### config.mk
export PLATFORM = sky130hd
export DESIGN_NAME = segdisp_ctrl
export DESIGN_NICKNAME = d
export VERILOG_FILES = /design/src/rtl/segdisp_pkg.sv /design/src/rtl/segdisp_wrport.sv /design/src/rtl/segdisp_scan.sv /design/src/rtl/segdisp_segmux.sv /design/src/rtl/segdisp_ctrl.sv
export SDC_FILE = /design/constraint.sdc
export NUM_CORES = 1
export LEC_CHECK = 0
export ABC_AREA = 1
export CAP_MARGIN = 20
export CORE_MARGIN = 2
export CORE_UTILIZATION = 60
export CTS_BUF_LIST = sky130_fd_sc_hd__clkbuf_4
export CTS_CLUSTER_SIZE = 8
export DETAILED_ROUTE_END_ITERATION = 8
export PLACE_DENSITY = 0.94
export SLEW_MARGIN = 10
export SYNTH_ARGS = -nofsm -noshare
export SYNTH_HDL_FRONTEND = slang
export SYNTH_SLANG_ARGS = --single-unit
### constraint.sdc
create_clock -name clk -period 4.4 [get_ports clk]
set_input_delay 1.1 -clock clk [delete_from_list [all_inputs] [get_ports clk]]
set_output_delay 1.1 -clock clk [all_outputs]
set_load 0.01 [all_outputs]
### src/rtl/segdisp_pkg.sv
package segdisp_pkg;
  localparam int NDIG   = 4;
  localparam int SEG_W  = 8;
  localparam int ADDR_W = $clog2(NDIG);

  typedef logic [SEG_W-1:0]  seg_t;
  typedef logic [ADDR_W-1:0] dsel_t;

  // lowest-numbered set bit wins
  function automatic dsel_t lowest_set(input logic [NDIG-1:0] v);
    dsel_t r;
    r = '0;
    for (int i = NDIG - 1; i >= 0; i--) begin
      if (v[i]) r = dsel_t'(i);
    end
    return r;
  endfunction
endpackage

### src/rtl/segdisp_wrport.sv
module segdisp_wrport
  import segdisp_pkg::*;
(
  input  logic  clk,
  input  logic  rst_n,
  input  logic  ce_n,
  input  logic  we_n,
  input  dsel_t addr,
  input  seg_t  data,
  output logic  wr_go,
  output dsel_t wr_addr,
  output seg_t  wr_data
);
  logic [1:0] ce_q, we_q;
  dsel_t      a_q1, a_q2, hold_a;
  seg_t       d_q1, d_q2, hold_d;
  logic       open_q;
  logic       closed_s;
  logic       hold_en;

  always_comb begin
    closed_s = ce_q[1] | we_q[1];
    hold_en  = ~closed_s;
    wr_go    = open_q & closed_s;
    wr_addr  = hold_a;
    wr_data  = hold_d;
  end

  always_ff @(posedge clk or negedge rst_n) begin
    if (!rst_n) begin
      ce_q   <= 2'b11;
      we_q   <= 2'b11;
      a_q1   <= '0;
      a_q2   <= '0;
      d_q1   <= '0;
      d_q2   <= '0;
      open_q <= 1'b0;
    end else begin
      ce_q   <= {ce_q[0], ce_n};
      we_q   <= {we_q[0], we_n};
      a_q1   <= addr;
      a_q2   <= a_q1;
      d_q1   <= data;
      d_q2   <= d_q1;
      open_q <= ~closed_s;
    end
  end

  always_ff @(posedge clk or negedge rst_n) begin
    if (!rst_n) begin
      hold_a <= '0;
      hold_d <= '0;
    end else if (hold_en) begin
      hold_a <= a_q2;
      hold_d <= d_q2;
    end
  end
endmodule

### src/rtl/segdisp_scan.sv
module segdisp_scan
  import segdisp_pkg::*;
#(
  parameter int SLOT_CYC  = 31250,
  parameter int BLANK_CYC = 400
) (
  input  logic  clk,
  input  logic  rst_n,
  input  logic  halt,
  output dsel_t idx,
  output logic  strobe
);
  localparam int CNT_W = (SLOT_CYC > 1) ? $clog2(SLOT_CYC) : 1;
  localparam logic [CNT_W-1:0] LAST = CNT_W'(SLOT_CYC - 1);
  localparam logic [CNT_W-1:0] BLK  = CNT_W'(BLANK_CYC);

  logic [CNT_W-1:0] cnt_q, cnt_nx;
  dsel_t            idx_q, idx_nx;

  always_comb begin
    cnt_nx = cnt_q;
    idx_nx = idx_q;
    if (halt) begin
      cnt_nx = '0;
      idx_nx = '0;
    end else if (cnt_q == LAST) begin
      cnt_nx = '0;
      idx_nx = idx_q + dsel_t'(1);
    end else begin
      cnt_nx = cnt_q + CNT_W'(1);
    end
  end

  always_ff @(posedge clk or negedge rst_n) begin
    if (!rst_n) begin
      cnt_q <= '0;
      idx_q <= '0;
    end else begin
      cnt_q <= cnt_nx;
      idx_q <= idx_nx;
    end
  end

  assign idx    = idx_q;
  assign strobe = ~halt & (cnt_q >= BLK);
endmodule

### src/rtl/segdisp_segmux.sv
module segdisp_segmux
  import segdisp_pkg::*;
(
  input  logic            clk,
  input  logic            rst_n,
  input  logic            wr_go,
  input  dsel_t           wr_addr,
  input  seg_t            wr_data,
  input  logic            slave,
  input  logic [NDIG-1:0] dig_in,
  input  dsel_t           scan_idx,
  input  logic            scan_on,
  output seg_t            seg_val
);
  seg_t regs [NDIG];

  for (genvar g = 0; g < NDIG; g++) begin : g_reg
    logic en;
    assign en = wr_go & (wr_addr == dsel_t'(g));
    always_ff @(posedge clk or negedge rst_n) begin
      if (!rst_n)  regs[g] <= '0;
      else if (en) regs[g] <= wr_data;
    end
  end

  always_comb begin
    seg_val = '0;
    if (slave) begin
      if (|dig_in) seg_val = regs[lowest_set(dig_in)];
    end else if (scan_on) begin
      seg_val = regs[scan_idx];
    end
  end
endmodule

### src/rtl/segdisp_ctrl.sv
module segdisp_ctrl
  import segdisp_pkg::*;
#(
  parameter int CLK_HZ       = 50_000_000,
  parameter int SCAN_HZ      = 400,
  parameter int BLANK_CYCLES = 400   // must be at least 1
) (
  input  logic            clk,
  input  logic            rst_n,
  input  logic            ce_n,
  input  logic            we_n,
  input  logic [1:0]      addr,
  input  logic [7:0]      data,
  input  logic            soe_n,
  input  logic            dir_slave,
  input  logic [3:0]      dig_in,
  output logic [7:0]      seg_o,
  output logic            seg_oe,
  output logic [3:0]      dig_o,
  output logic [3:0]      dig_oe,
  output logic            quiescent
);
  localparam int SLOT_CYC = CLK_HZ / (SCAN_HZ * NDIG);

  logic [1:0] rst_q;
  logic       rst_core_n;
  logic       wr_go;
  dsel_t      wr_addr;
  seg_t       wr_data;
  dsel_t      scan_idx;
  logic       scan_on;
  seg_t       seg_val;

  // reset asserted asynchronously, released on the clock
  always_ff @(posedge clk or negedge rst_n) begin
    if (!rst_n) rst_q <= 2'b00;
    else        rst_q <= {rst_q[0], 1'b1};
  end
  assign rst_core_n = rst_q[1];

  segdisp_wrport u_wr (
    .clk     (clk),
    .rst_n   (rst_core_n),
    .ce_n    (ce_n),
    .we_n    (we_n),
    .addr    (addr),
    .data    (data),
    .wr_go   (wr_go),
    .wr_addr (wr_addr),
    .wr_data (wr_data)
  );

  segdisp_scan #(
    .SLOT_CYC  (SLOT_CYC),
    .BLANK_CYC (BLANK_CYCLES)
  ) u_scan (
    .clk    (clk),
    .rst_n  (rst_core_n),
    .halt   (dir_slave),
    .idx    (scan_idx),
    .strobe (scan_on)
  );

  segdisp_segmux u_mux (
    .clk      (clk),
    .rst_n    (rst_core_n),
    .wr_go    (wr_go),
    .wr_addr  (wr_addr),
    .wr_data  (wr_data),
    .slave    (dir_slave),
    .dig_in   (dig_in),
    .scan_idx (scan_idx),
    .scan_on  (scan_on),
    .seg_val  (seg_val)
  );

  always_comb begin
    quiescent = soe_n & dir_slave & ~(|dig_in);
    seg_o     = seg_val;
    seg_oe    = ~soe_n;
    dig_oe    = {NDIG{~dir_slave}};
    dig_o     = '0;
    if (!dir_slave && scan_on) dig_o[scan_idx] = 1'b1;
  end
endmodule

==> results of run 1 <==
kinds of logic after synthesis:
logic type / Yosys count / synth area share
simple gates: 242 / 0.2733
flops: 86 / 0.5403
compound gates: 70 / 0.09244
buf+inv: 61 / 0.06675
fa+ha+maj: 7 / 0.02194
xor+xnor: 2 / 0.004388
other cells: 1 / 0.0009392
flip-flops by register name, summed over array words and instances (netlist names):
name          flops
u_mux.regs       32
u_scan.cnt_q     15
u_wr.d_q1         8
u_wr.d_q2         8
u_wr.wr_data      8
rst_q             2
u_scan.idx        2
u_wr.a_q1         2
u_wr.a_q2         2
u_wr.ce_q         2
u_wr.we_q         2
u_wr.wr_addr      2
u_wr.open_q       1
metal layers:
layer  GRT usage  share of wire  routed length [um]  vias to the layer above
met1      0.3318           0.44                3484                     1551
met4      0.1082          0.012                  99                        0
met2      0.3494           0.47                3759                      165
li1            -              -                   -                     1595
met3     0.04812          0.074                 591                       11
met5           0              0                   0                        -
worst max-delay path by stage:
stage,from,endpoint,slack [ns],cells past startpoint
2_1_floorplan,dig_in[0],quiescent,1.42,5
3_3_place_gp,dig_in[0],seg_o[6],0.36,9
3_5_place_dp,dig_in[0],seg_o[6],0.32,9
4_1_cts,dig_in[0],seg_o[6],0.32,9
5_1_grt,dig_in[0],seg_o[6],0.18,9
6_report,dig_in[0],seg_o[6],0.31,9
synth_stat cells (all sizes together):
library cell  count
a21oi             3
a31oi             1
buf              15
clkbuf            3
conb              1
dfrtp            82
dfstp             4
ha                7
inv              43
nand2           109
nand3            61
nand4             2
nor2             59
nor3             10
nor3b             1
o21ai            58
o22ai             7
o31ai             1
xnor2             1
xor2              1
cell type report:
class	instances	area, um2	area share
multi-input combinational	322	1569	0.3457
timing repair buffer	40	412.9	0.09098
tap	77	96.34	0.02123
clock buffer	10	75.07	0.01654
inverter	43	161.4	0.03557
sequential	86	2161	0.4762
clock inverter	6	62.56	0.01379
stage by stage:
step	hold slack, ns	util	power, mW	setup slack, ns
detailed placement	0.3347	0.6848	1.348	0.3160
CTS	0.3593	0.7063	1.772	0.3151
finish	0.2463	0.7106	1.775	0.3054
global placement	0.3320	0.6848	1.325	0.3562
global route	0.3006	0.7106	1.891	0.1766
floorplan	0.3312	-	1.228	1.423
worst max-delay path, delay by kind of cell:
kind | cells | cell delay, ns
buffers and inverters | 4 | 1.39
and+or+nand+nor | 5 | 0.49
power by group through the flow:
stage	clock network [mW]	logic, mW	registers, mW
after floorplan	0	0.232	0.996
after CTS	0.437	0.309	1.03
after global placement	0	0.291	1.03
after global routing	0.484	0.369	1.04
final	0.430	0.322	1.02
after detailed placement	0	0.307	1.04
==> results_dict.tcl, run 1 <==
set metrics [dict create \
    outcome "completed" \
    clk_latency_ns 0.42 \
    cts_tree "yes" \
    wl_per_cell_um 13.59 \
    grt_pass1_vias 2937 \
    die_y_um 85.58 \
    final_cell_mix "nand2_1, dfrtp_1, nor2_1" \
    fin_crit_ns 4.095 \
    reg2reg_from "u_wr.we_q[1]" \
    yosys.area.top_type_share 0.5139 \
    hold_viol 0 \
    dr.first_iter.drc_count 377 \
    drv_slew 0 \
    ant_nets 0 \
    cap_violations 0 \
    power_leakage_nw 2.123 \
    finalSetupViolCount 0 \
    h-tree-depth 3 \
    clock.fmax_ghz 0.2442 \
    critPathSlowestCell "clkdlybuf4s50_1" \
    synth_cells 469 \
    worstSetupStartpointType "primary input" \
    synth.area.top_cells "dfrtp_1, nand2_1, nand3_1" \
    cts_made_buffers 9 \
    io_buffer_count 37 \
    cts.path.max_buffers 2 \
    swShare 0.3083 \
    drive_above_1_share 0.08679 \
    gr-total-overflow 0 \
    post-route-cell-area_um2 4538 \
    clk_pin_slew_ns 0.14 \
    grt_max_degree 85 \
    syn_area_per_cell_um2 8.513 \
    clock-root-buffer "clkbuf_4" \
    final_cells 584 \
    layout_commonest_cell "nand2_1" \
    worstPathCellList "clkdlybuf4s50_1 > inv_1 > nand2_2 > inv_2 > nand3_1 > nand2_1 > nand2_1 > nand2_1 > clkdlybuf4s50_1" \
    grt_pass1_wl_mm 13.48 \
    place_inst 567 \
    core_um2 6386 \
    antennaDiodeCount 0 \
    p_switching_mw 0.5474 \
    internal_power_mw 1.228 \
    clock_skew_ns 0.02293 \
    postCtsHoldBufs 0 \
    dieArea_um2 7323 \
    arrival_ns 2.99 \
    grtUsageTotal 0.2333 \
    synth_seq_area_share 0.5403 \
    clock-sinks 86 \
    post_dp_cell_area_um2 4373 \
    vias_per_cell 5.688 \
    setup_tns_ns 0 \
    hp-class "register to async pin" \
    path_class "primary input to primary output" \
    rsz0062_at_grt "false" \
    gp_congestion 0.8747 \
    drcViolationCount 0 \
    ys.warnings.count 0 \
    cts.repair_timing.setup_buffer_count 0 \
    fillers 459 \
    vias 3322 \
    hpwlAfterDp_mm 5.577 \
    cp.required_ns 3.30 \
    path_max_fanout 11 \
    antenna_found_initial 0 \
    synth_fp_nets 496 \
    syn_area_um2 3993 \
    cts-resized-gates 0 \
    die_w_um 85.58 \
    drt_wl_total_mm 7.935 \
    period_share 0.9306 \
    tightest_slew_ns 0.7038 \
    area_growth_syn_to_layout_pct 13.66 \
    clock_power_share 0.242 \
    drtPass1Iterations 5 \
    reg2reg_to "u_mux.regs[13]" \
    powerDensity_nw_per_um2 391.2 \
    ys_types 30 \
    worstSetupEndpointType "primary output" \
    p_comb_frac 0.181 \
    ff2ff_path_depth 5 \
    ys_ff_latch 86 \
    irDropWorstVdd_v 0.0002565 \
    yosys.area.top_type "dfrtp_1" \
    io_pins 38 \
    initial_core_util 0.6252 \
    cpMostUsedCell "nand2_1" \
    finalNetCount 529 \
    relSlewSlack 0.5303 \
    rows 29 \
    p_seq_frac 0.577 \
    max_stage_delay_ns 0.53 \
    worst-r2r-setup-slack_ns 2.79 \
]
(Power assumes the default switching activity.)
==> run 2, diff against run 1 <==
--- a/config.mk
+++ b/config.mk
@@ -7,10 +7,9 @@
 export LEC_CHECK = 0
 export ABC_AREA = 1
 export CAP_MARGIN = 20
+export CORE_ASPECT_RATIO = 0.7
 export CORE_MARGIN = 2
 export CORE_UTILIZATION = 60
-export CTS_BUF_LIST = sky130_fd_sc_hd__clkbuf_4
-export CTS_CLUSTER_SIZE = 8
 export DETAILED_ROUTE_END_ITERATION = 8
 export PLACE_DENSITY = 0.94
 export SLEW_MARGIN = 10
==> results_dict.tcl, run 2 (synthesized netlist as in run 1, its figures left out) <==
set metrics [dict create \
    outcome "completed" \
    drtPass1Iterations 8 \
    tightest_slew_ns 0.6837 \
    antennaDiodeCount 0 \
    dieArea_um2 7333 \
    rows 24 \
    clk_pin_slew_ns 0.10 \
    reg2reg_from "u_scan.idx[0]" \
    arrival_ns 3.00 \
    antenna_found_initial 0 \
    cap_violations 0 \
    drcViolationCount 0 \
    worstSetupEndpointType "primary output" \
    vias 3417 \
    internal_power_mw 1.273 \
    rsz0062_at_grt "false" \
    die_y_um 72.25 \
    relSlewSlack 0.5437 \
    p_seq_frac 0.545 \
    p_switching_mw 0.6177 \
    drv_slew 0 \
    hp-class "register to async pin" \
    io_buffer_count 37 \
    drive_above_1_share 0.09252 \
    hpwlAfterDp_mm 5.944 \
    fin_crit_ns 4.101 \
    largest_reg_flops 32 \
    regMostFlops "u_mux.regs" \
    dp_slack_ns 0.3294 \
    cts.repair_timing.setup_buffer_count 0 \
    wl_per_cell_um 14.42 \
    initial_core_util 0.6301 \
    clock-root-buffer "clkbuf_8" \
    cp-startpoint "dig_in[0]" \
    irDropWorstVdd_v 0.0002641 \
    p_comb_frac 0.177 \
    clock-sinks 86 \
    cts_made_buffers 9 \
    reg.largest.list "u_mux.regs x32, u_scan.cnt_q x15" \
    hold_viol 0 \
    core_um2 6336 \
    clk_latency_ns 0.35 \
    finalNetCount 530 \
    gp_congestion 0.9660 \
    ant_nets 0 \
    h-tree-depth 3 \
    layout_setup_ws_ns 0.2993 \
    cp.required_ns 3.30 \
    period_share 0.9320 \
    place_inst 582 \
    worstSetupStartpointType "primary input" \
    cts-resized-gates 0 \
    grt_pass1_wl_mm 14.50 \
    final_cell_mix "nand2_1, dfrtp_1, nor2_1" \
    path_class "primary input to primary output" \
    postCtsHoldBufs 0 \
    area_growth_syn_to_layout_pct 15.79 \
    finalSetupViolCount 0 \
    final_cells 599 \
    cts_tree "yes" \
    grt_pass1_vias 3003 \
    setup_tns_ns 0 \
    drt_wl_total_mm 8.637 \
    power_leakage_nw 2.156 \
    powerDensity_nw_per_um2 408.9 \
    grtUsageTotal 0.2567 \
    layout_commonest_cell "nand2_1" \
    worst-r2r-setup-slack_ns 2.71 \
    path_max_fanout 9 \
    cts.path.max_buffers 2 \
    swShare 0.3268 \
    clock.fmax_ghz 0.2439 \
    clock_power_share 0.278 \
    grt_max_degree 85 \
    io_pins 38 \
    die_w_um 101.5 \
    clock_skew_ns 0.01266 \
    dr.first_iter.drc_count 369 \
    gr-total-overflow 0 \
    finalPower_mw 1.890 \
    vias_per_cell 5.705 \
]
## run 2: changes by cell type in the layout (fill, tap and decap cells not counted), moves of 2 or more
cell      previous run  this run
clkbuf_8             0         9
clkbuf_4            10         0
clkinv_1             2         0
inv_8                0         2
## run 2: area by class of cell
cell class	instances	area, um2
clock buffers	9	123.9
clock inverters	7	73.82
fillers	470	1713
inverters	43	161.4
multi-input cells	322	1569
flip-flops and latches	86	2161
well taps	91	113.9
repair buffers	41	420.4
## run 2: power groups by stage
stage                     clock (mW)  combinational, mW  sequential [mW]
after floorplan                    0              0.232            0.996
after global routing           0.578              0.381             1.04
after global placement             0              0.292             1.04
after detailed placement           0              0.313             1.05
after CTS                      0.536              0.316             1.03
final                          0.526              0.334             1.03
## run 2: final timing paths
path / to / cells after the start
max reg2reg: u_scan.idx[1] / 4
min in group clk: u_wr.d_q2[5] / 0
min: u_scan.cnt_q[6] / 0
max in group asynchronous: rst_q[1] / 1
max: seg_o[6] / 9
min reg2reg: u_scan.cnt_q[6] / 0
## run 2: critical path, stage by stage
cell	delay (ns)
clkdlybuf4s50_1	0.40
inv_1	0.29
nand2_2	0.22
inv_2	0.18
nand3_1	0.09
nand2_1	0.07
nand2_1	0.05
nand2_1	0.07
clkdlybuf4s50_1	0.53
## run 2: metal layers
layer | up-vias | wire [um] | global-route usage
met3 | 39 | 938 | 0.06647
met4 | 0 | 253 | 0.1036
met5 | - | 0 | 0
li1 | 1581 | - | -
met1 | 1568 | 3576 | 0.3706
met2 | 229 | 3869 | 0.3765
## run 2: through the flow
stage / hold slack (ns) / instance area (um2) / utilization
2_1_floorplan: 0.3312 / 3993 / -
3_3_place_gp: 0.3315 / 4398 / 0.6941
3_5_place_dp: 0.3347 / 4398 / 0.6941
4_1_cts: 0.3579 / 4596 / 0.7253
5_1_grt: 0.2161 / 4623 / 0.7297
6_report: 0.1936 / 4623 / 0.7297
